**config.mk**
```make
export PLATFORM = sky130hd
export DESIGN_NAME = txq_feeder
export DESIGN_NICKNAME = d
export VERILOG_FILES = /design/src/rtl/txq_pkg.sv /design/src/rtl/txq_control.sv /design/src/rtl/txq_datapath.sv /design/src/rtl/txq_feeder.sv
export SDC_FILE = /design/constraint.sdc
export NUM_CORES = 1
export LEC_CHECK = 0
export CORE_MARGIN = 10
export CORE_UTILIZATION = 50
export CTS_BUF_LIST = sky130_fd_sc_hd__clkbuf_4 sky130_fd_sc_hd__clkbuf_8 sky130_fd_sc_hd__clkbuf_16
export CTS_CLUSTER_DIAMETER = 80
export DETAILED_ROUTE_END_ITERATION = 16
export MAX_ROUTING_LAYER = met4
export PLACE_DENSITY = 0.69
export SKIP_LAST_GASP = 1
export SYNTH_ARGS = -nofsm -noshare
export SYNTH_HDL_FRONTEND = slang
export SYNTH_HIERARCHICAL = 1
export SYNTH_SLANG_ARGS = --single-unit
```
**constraint.sdc**
```tcl
create_clock -name clk -period 4.56 [get_ports clk]
set_input_delay 0.684 -clock clk [delete_from_list [all_inputs] [get_ports clk]]
set_output_delay 0.684 -clock clk [all_outputs]
set_load 0.02 [all_outputs]
```
**src/rtl/txq_pkg.sv**
```systemverilog
package txq_pkg;
  // Strobes handed from the control to the datapath.
  typedef struct packed {
    logic qMode;    // queue mode selected
    logic qActive;  // queue mode with frames still pending
  } txq_strobe_t;
endpackage

```
**src/rtl/txq_control.sv**
```systemverilog
module txq_control #(
  parameter int DEPTH  = 16,
  parameter int DATA_W = 16,
  parameter int PTR_W  = $clog2(DEPTH),
  parameter int ADDR_W = PTR_W + 1
) (
  input  logic                 clk,
  input  logic                 rstN,
  input  logic                 testMode,
  input  logic                 regWe,
  input  logic [ADDR_W-1:0]    regAddr,
  input  logic [DATA_W-1:0]    regWdata,
  input  logic                 handoff,
  input  logic                 txIdle,
  input  logic                 dataFull,
  output txq_pkg::txq_strobe_t strobes,
  output logic [PTR_W-1:0]     rdPtr,
  output logic [DATA_W-1:0]    ctrlRdata,
  output logic                 irq,
  output logic                 txDone
);
  localparam int CNT_W  = PTR_W + 1;
  localparam int CTRL_W = PTR_W + 4;
  localparam int WRAP_B = PTR_W;
  localparam int QEN_B  = PTR_W + 1;
  localparam int TIE_B  = PTR_W + 2;
  localparam int BIE_B  = PTR_W + 3;
  localparam logic [ADDR_W-1:0] ADDR_CTRL = ADDR_W'(DEPTH);
  localparam logic [ADDR_W-1:0] ADDR_PTR  = ADDR_W'(DEPTH + 1);
  localparam logic [ADDR_W-1:0] ADDR_STAT = ADDR_W'(DEPTH + 2);
  localparam logic [PTR_W-1:0]  TOP_LAST  = PTR_W'(DEPTH / 2 - 1);
  localparam logic [PTR_W-1:0]  BOT_LAST  = PTR_W'(DEPTH - 1);

  logic [PTR_W-1:0] ptrQ, sizeQ;
  logic [CNT_W-1:0] pendQ, reload, wrLoad;
  logic wrapQ, qEnQ, topIeQ, botIeQ, topEmptyQ, botEmptyQ;
  logic qActive, qHandoff, atBottom, ctrlWr, ptrWr, entryWr, upperHalf;
  logic unusedBits;

  assign unusedBits = &{1'b0, regWdata[DATA_W-1:CTRL_W]};

  assign qActive   = qEnQ && (pendQ != '0);
  assign qHandoff  = handoff && qActive;
  assign atBottom  = (ptrQ == BOT_LAST);
  assign ctrlWr    = regWe && (regAddr == ADDR_CTRL);
  assign ptrWr     = regWe && (regAddr == ADDR_PTR) && testMode;
  assign entryWr   = regWe && (regAddr < ADDR_CTRL);
  assign upperHalf = regAddr[PTR_W-1];
  assign reload    = {1'b0, sizeQ} + CNT_W'(1);
  assign wrLoad    = {1'b0, regWdata[PTR_W-1:0]} + CNT_W'(1);

  always_ff @(posedge clk or negedge rstN) begin
    if (!rstN) begin
      ptrQ      <= '0;
      pendQ     <= '0;
      sizeQ     <= '0;
      wrapQ     <= 1'b0;
      qEnQ      <= 1'b0;
      topIeQ    <= 1'b0;
      botIeQ    <= 1'b0;
      topEmptyQ <= 1'b1;
      botEmptyQ <= 1'b1;
    end else begin
      if (qHandoff) begin
        if (atBottom) begin
          ptrQ <= '0;
          if (wrapQ) begin
            pendQ <= reload;
            wrapQ <= 1'b0;
          end else begin
            pendQ <= '0;
          end
        end else begin
          ptrQ  <= ptrQ + 1'b1;
          pendQ <= pendQ - 1'b1;
        end
        if (ptrQ == TOP_LAST) topEmptyQ <= 1'b1;
        if (atBottom)         botEmptyQ <= 1'b1;
      end
      if (ptrWr) ptrQ <= regWdata[PTR_W-1:0];
      if (ctrlWr) begin
        sizeQ  <= regWdata[PTR_W-1:0];
        wrapQ  <= regWdata[WRAP_B];
        qEnQ   <= regWdata[QEN_B];
        topIeQ <= regWdata[TIE_B];
        botIeQ <= regWdata[BIE_B];
        if (regWdata[QEN_B]) pendQ <= wrLoad;
      end
      if (entryWr && !upperHalf) topEmptyQ <= 1'b0;
      if (entryWr &&  upperHalf) botEmptyQ <= 1'b0;
    end
  end

  assign strobes.qMode   = qEnQ;
  assign strobes.qActive = qActive;
  assign rdPtr           = ptrQ;

  assign txDone = txIdle && (qEnQ ? (pendQ == '0) : !dataFull);
  assign irq    = qEnQ && ((topEmptyQ && topIeQ) || (botEmptyQ && botIeQ));

  always_comb begin
    ctrlRdata = '0;
    if (regAddr == ADDR_CTRL)
      ctrlRdata = DATA_W'({botIeQ, topIeQ, qEnQ, wrapQ, sizeQ});
    else if (regAddr == ADDR_PTR)
      ctrlRdata = DATA_W'(ptrQ);
    else if (regAddr == ADDR_STAT)
      ctrlRdata = DATA_W'({pendQ, txDone, botEmptyQ, topEmptyQ});
  end
endmodule

```
**src/rtl/txq_datapath.sv**
```systemverilog
module txq_datapath #(
  parameter int DEPTH   = 16,
  parameter int DATA_W  = 16,
  parameter int FRAME_W = 9,
  parameter int PTR_W   = $clog2(DEPTH),
  parameter int ADDR_W  = PTR_W + 1
) (
  input  logic                 clk,
  input  logic                 rstN,
  input  logic                 regWe,
  input  logic [ADDR_W-1:0]    regAddr,
  input  logic [DATA_W-1:0]    regWdata,
  input  txq_pkg::txq_strobe_t strobes,
  input  logic [PTR_W-1:0]     rdPtr,
  input  logic                 handoff,
  output logic                 frameValid,
  output logic [FRAME_W-1:0]   frameData,
  output logic                 dataFull,
  output logic [DATA_W-1:0]    dpRdata
);
  localparam logic [ADDR_W-1:0] ADDR_CTRL = ADDR_W'(DEPTH);
  localparam logic [ADDR_W-1:0] ADDR_DATA = ADDR_W'(DEPTH + 3);

  logic [FRAME_W-1:0] entries [DEPTH];
  logic [FRAME_W-1:0] holdQ;
  logic               unusedBits;

  assign unusedBits = &{1'b0, regWdata[DATA_W-1:FRAME_W]};

  for (genvar i = 0; i < DEPTH; i++) begin : g_entry
    always_ff @(posedge clk or negedge rstN) begin
      if (!rstN)                                   entries[i] <= '0;
      else if (regWe && regAddr == ADDR_W'(i))     entries[i] <= regWdata[FRAME_W-1:0];
    end
  end

  always_ff @(posedge clk or negedge rstN) begin
    if (!rstN) begin
      holdQ    <= '0;
      dataFull <= 1'b0;
    end else if (regWe && regAddr == ADDR_DATA) begin
      holdQ    <= regWdata[FRAME_W-1:0];
      dataFull <= 1'b1;
    end else if (handoff && !strobes.qMode) begin
      dataFull <= 1'b0;
    end
  end

  assign frameValid = strobes.qMode ? strobes.qActive : dataFull;
  assign frameData  = strobes.qMode ? entries[rdPtr] : holdQ;

  always_comb begin
    dpRdata = '0;
    if (regAddr < ADDR_CTRL)       dpRdata = DATA_W'(entries[regAddr[PTR_W-1:0]]);
    else if (regAddr == ADDR_DATA) dpRdata = DATA_W'(holdQ);
  end
endmodule

```
**src/rtl/txq_feeder.sv**
```systemverilog
module txq_feeder #(
  parameter int DEPTH   = 16,
  parameter int DATA_W  = 16,
  parameter int FRAME_W = 9,
  localparam int PTR_W  = $clog2(DEPTH),
  localparam int ADDR_W = PTR_W + 1
) (
  input  logic               clk,
  input  logic               rstN,
  input  logic               testMode,
  input  logic               regWe,
  input  logic [ADDR_W-1:0]  regAddr,
  input  logic [DATA_W-1:0]  regWdata,
  output logic [DATA_W-1:0]  regRdata,
  output logic               frameValid,
  output logic [FRAME_W-1:0] frameData,
  input  logic               frameReady,
  input  logic               txIdle,
  output logic               txDone,
  output logic               irq
);
  txq_pkg::txq_strobe_t strobes;
  logic [PTR_W-1:0]  rdPtr;
  logic [DATA_W-1:0] ctrlRdata, dpRdata;
  logic              dataFull, handoff;

  assign handoff  = frameValid && frameReady;
  assign regRdata = ctrlRdata | dpRdata;

  txq_control #(.DEPTH(DEPTH), .DATA_W(DATA_W), .PTR_W(PTR_W), .ADDR_W(ADDR_W)) u_ctrl (
    .clk(clk), .rstN(rstN), .testMode(testMode), .regWe(regWe), .regAddr(regAddr),
    .regWdata(regWdata), .handoff(handoff), .txIdle(txIdle), .dataFull(dataFull),
    .strobes(strobes), .rdPtr(rdPtr), .ctrlRdata(ctrlRdata), .irq(irq), .txDone(txDone)
  );

  txq_datapath #(.DEPTH(DEPTH), .DATA_W(DATA_W), .FRAME_W(FRAME_W), .PTR_W(PTR_W),
                 .ADDR_W(ADDR_W)) u_dp (
    .clk(clk), .rstN(rstN), .regWe(regWe), .regAddr(regAddr), .regWdata(regWdata),
    .strobes(strobes), .rdPtr(rdPtr), .handoff(handoff), .frameValid(frameValid),
    .frameData(frameData), .dataFull(dataFull), .dpRdata(dpRdata)
  );
endmodule

```
; Yosys cells after proc, flatten, opt, wreduce, memory -nomap -nowiden
; Index checks and enable logic that the tools add are counted.
[word_totals]
regBits = 173
inputBits = 27
output_inout_bits = 28
word_cells = 140
[classes]
addsub = 4
magnitude_cmp = 3
n_eq_ne = 21
mux = 33
bitwise = 3
reduce_logical = 49
[ops]
columns = cell, n
row1 = binary-select mux 9 bit (select 4 bit), 2
row2 = 2-to-1 mux 9 bit, 6
row3 = 2-to-1 mux 16 bit, 3
row4 = "== test 5 x 4 -> 1 bit, second input constant", 8
row5 = logical AND 1 bit, 31
row6 = 2-to-1 mux 5 bit, 5
row7 = "== test 5 x 3 -> 1 bit, second input constant", 4
row8 = "== test 5 bit, second input constant", 4
row9 = bitwise OR 16 bit, 1
row10 = nonzero test 2 bit, 8
row11 = 2-to-1 mux 1 bit, 13
row12 = 2-to-1 mux 4 bit, 3
row13 = "adder 4 x 1 -> 5 bit, second input constant", 2
row14 = "== test 5 x 2 -> 1 bit, second input constant", 2
row15 = ">= comparator 5 bit, second input constant", 2
row16 = zero test 5 bit, 2
row17 = inverter 4 -> 5 bit, 2
row18 = 2-to-1 mux 8 bit, 1
row19 = AND reduction 2 bit, 3
row20 = "== test 5 x 1 -> 1 bit, second input constant", 1
row21 = "< comparator 5 bit, second input constant", 1
row22 = nonzero test 5 bit, 1
row23 = "subtractor 5 x 1 -> 5 bit, second input constant", 1
row24 = "adder 4 x 1 -> 4 bit, second input constant", 1
row25 = 4 further kinds, 6

; Longest topological paths before layout
[logic_depth]
depth_word = 8
ltp_mapped = 12
ltp_nobuf = 11

; Hierarchy
; The synthesis kept the hierarchy.
[modules_own_cells]
columns = module, n_inst, cells_per_inst, area_each_um2, seq_area_each_um2
row1 = txq_datapath, 1, 540, 8364.3, 3853.7
row2 = txq_control, 1, 158, 1388.8, 478.0
row3 = txq_feeder, 1, 17, 106.4, 0.0

; Worst setup path before layout
; No wires, ideal clock.
[synth_path]
kind = in2out
startpoint = input port regAddr[0]
endpoint = output port regRdata[6]
arrival_ns = 2.248
required_ns = 3.876
path_slack_ns = 1.628
path_stages = 6
path_buffers = 2
path_cell_list = buf_2 -> buf_2 -> mux4_2 -> a22oi_1 -> o211ai_1 -> or2_1
[synth_via]
elab_chain_len = 6
word_cells_on_any_way = 15
cone_classes = 1 x order compare / 4 x eq/ne / 8 x mux / 2 x bitwise
[synth_lines]
columns = item, line_no
row1 = from (decl), txq_feeder.sv:12  ; input logic [ADDR_W-1:0] regAddr,
row2 = inverter 4 -> 5 bit (implied by the code), txq_datapath.sv:54  ; if (regAddr < ADDR_CTRL) dpRdata = DATA_W'(entries[regAddr[PTR_W-1:0]]);
row3 = binary-select mux 9 bit (select 4 bit), txq_datapath.sv:54
row4 = 2-to-1 mux 9 bit (implied by the code) (2 in a row), txq_datapath.sv:54
row5 = 2-to-1 mux 16 bit *, txq_datapath.sv:54
row6 = via dpRdata[6], txq_feeder.sv:24  ; logic [DATA_W-1:0] ctrlRdata, dpRdata;
row7 = bitwise OR 16 bit *, txq_feeder.sv:28  ; assign regRdata = ctrlRdata | dpRdata;
row8 = to (decl), txq_feeder.sv:14  ; output logic [DATA_W-1:0] regRdata,
; The timed path passes the listed nets; every way through them passes the cells marked *. The select of a mux whose other input is x is not followed.

; Worst setup path after layout
[layout_path]
startpoint = input port regAddr[3]
endpoint = output port regRdata[3]
; Same word-level chain as after synthesis.

==> results.txt <==
post-synthesis cell type count: 59
IO Port Bufs: 40
via-per-instance ratio: 6.59
First DRT Iteration DRCs: 522
syn_area_per_cell: 13.8 um^2
# diodes: 0
Clock H-tree levels: 4
Max Slew Vio Count: 0
grt ovf: 0
Clock Tree Buf Depth: 2
number of remaining DRC errors: 0
Mapped Area: 0.00986 mm^2
Setup TNS: 0 ps
area delta synth->final: 12.1%
first-pass GRT wire length: 42300 um
register area share after synthesis: 0.439
Peak VDD IR: 0.000304 V
Clk Latency, worst-skew pair: 430 ps
CTS hold repair buffers: 0
most frequent cell after synthesis: dfrtp_1
Hold Vio Cnt, Final: 0
final worst path period share: 0.869
Total GRT Usage: 0.221
DRT Pass-1 Iters: 5
PwrDens: 474 mW/mm^2
fillcell total: 1557
Worst Reg-to-Reg Cells: 11
unrepaired setup endpoints after global routing: false
Placeable Area: 0.0195 mm^2
Post-Route WL: 27600 um
CP max FO: 12
CTS Buf Count: 17
final setup margin: 599 ps
clock skew: 4.98 ps
top_reg_cell synth: dfrtp_1
DR WL/cell: 26.8 um
Die Area: 0.0257 mm^2
Placement Setup Slack: 620 ps
share of synthesized registers carrying an async set or reset: 1.00
CTS sink cnt: 173
post-layout net count: 782
leakage power: 4.74 nW
Starting Density: 0.507
Synthesis Warnings: 6
r2r startpoint: u_ctrl/pendQ[0]
die width: 160 um
die height: 160 um
CTS tree: built
HPWL after detailed placement: 18200 um
outcome: complete, no violations
share of cells above drive strength 1: 0.408
top cell type's share of synthesized area: 0.434
largest net degree at the start of global routing: 108
vias: 6776
root buffer cell: clkbuf_16
EDFF count, synth: 0
FF+latch count, synth: 173
R2R setup slack: 1880 ps
area occupied by multi-input gates: 0.00513 mm^2
count of final setup violators: 0
io pins: 55
final total power: 5.24 mW
fmax: 252 MHz
Clk pin slew, worst setup/hold paths: 60 ps
number of global-route vias before repair: 6905
initial antenna violation count: 0
crit start category: input port
Final min period: 3960 ps
FF-to-FF End: u_ctrl/pendQ[0]
commonest cells in the netlist: dfrtp_1 (171), mux2_2 (151), mux4_2 (67), nand2_1 (29)
Min-Delay Path Class: in -> async
final RePlAce weighted congestion: 0.868
worst path arrival time: 3280 ps
CP Capture Type: output pin
Post-Syn Instances: 715
crit path kind: in -> out
site row count: 51
biggest area consumer among synthesized cells: dfrtp_1
Post-CTS Setup Bufs: 0
Final ANT Viol Nets: 0
total of max-cap violations: 0
register area: 0.00433 mm^2
worst path required time: 3880 ps
worst slew pin tran: 1030 ps
max_slew headroom: 0.311
post-CTS sizing: 0
Synth area leaders: dfrtp_1 (43%), mux2_2 (17%), mux4_2 (15%)
-- layout by cell type, fill, tap and decap left out, drive strengths merged, types with 4 or more instances in the layout --
cell	instances
nand3	22
o21ai	5
clkdlybuf4s50	37
mux2i	23
nor3b	4
or2	18
conb	15
o211ai	12
and4bb	4
mux4	72
a22oi	10
ha	4
dfrtp	171
clkinv	5
clkbuf	21
o22ai	11
a21oi	5
buf	33
a221oi	13
nand2	30
mux2	160
nor2b	7
inv	9
nor2	26
a31oi	6
-- per-layer routing --
layer / share of wire / vias up / routed length (um) / GRT usage
met3: 0.069 / 86 / 1900 / 0.0396
met2: 0.50 / 348 / 13700 / 0.350
li1: - / 2792 / - / -
met1: 0.39 / 3550 / 10900 / 0.269
met5: 0 / - / 0 / -
met4: 0.042 / 0 / 1150 / 0.108
-- sequential cells by signal, indices dropped and copies added, names as in the netlist --
| signal | cells |
|---|---|
| u_ctrl/qEnQ | 1 |
| u_ctrl/topIeQ | 1 |
| u_ctrl/rdPtr | 4 |
| u_ctrl/sizeQ | 4 |
| u_ctrl/topEmptyQ | 1 |
| u_dp/holdQ | 9 |
| u_ctrl/wrapQ | 1 |
| u_dp/entries | 144 |
| u_dp/dataFull | 1 |
| u_ctrl/botEmptyQ | 1 |
| u_ctrl/pendQ | 5 |
| u_ctrl/botIeQ | 1 |
-- cells by family (layout without fill, tap and decap cells) --
family | after synthesis | count (layout) | synth area share
AO/OA/AOI/OAI | 70 | 70 | 0.0515
XOR/XNOR | 4 | 4 | 0.00355
adder cells (fa/ha/maj) | 4 | 4 | 0.00508
buffers and inverters | 74 | 109 | 0.0454
flip-flops | 173 | 173 | 0.439
multiplexers | 255 | 255 | 0.376
other | 2 | 15 | 0.000762
AND/OR/NAND/NOR | 133 | 133 | 0.0784
-- power by group --
group          internal [mW]  total [mW]  switching [mW]
clock                  0.796        1.41           0.611
combinational          0.915        1.62           0.706
sequential              1.85        2.21           0.359
-- worst max-delay path by stage --
stage	end	startpoint	cells after the start
floorplan	regRdata[6]	regAddr[0]	6
global placement	regRdata[3]	regAddr[4]	6
detailed placement	regRdata[0]	regAddr[0]	7
CTS	regRdata[0]	regAddr[0]	7
global route	regRdata[1]	regAddr[0]	7
finish	regRdata[3]	regAddr[3]	7
-- cell type report --
cell class	count	share of cell area
multi-input cells	481	0.465
flip-flops and latches	173	0.392
repair buffers	70	0.0592
clock buffers	21	0.0429
well taps	265	0.0300
clock inverters	10	0.00815
inverters	8	0.00272
-- critical path, cell delays in order --
cell and delay (ps):
clkdlybuf4s50_1 470, buf_4 220, and4bb_1 770, nand3_1 170, o211ai_1 190, or2_1 160, clkdlybuf4s50_1 600
-- through the flow --
stage               std cells  area (um^2)   util  hold WS (ps)
floorplan                 728         9910      -           388
global placement          997        10500  0.539           505
detailed placement        997        10500  0.539           515
CTS                      1028        11000  0.568           422
global route             1028        11000  0.568           441
finish                   1028        11000  0.568           382
(Power assumes the default switching activity.)
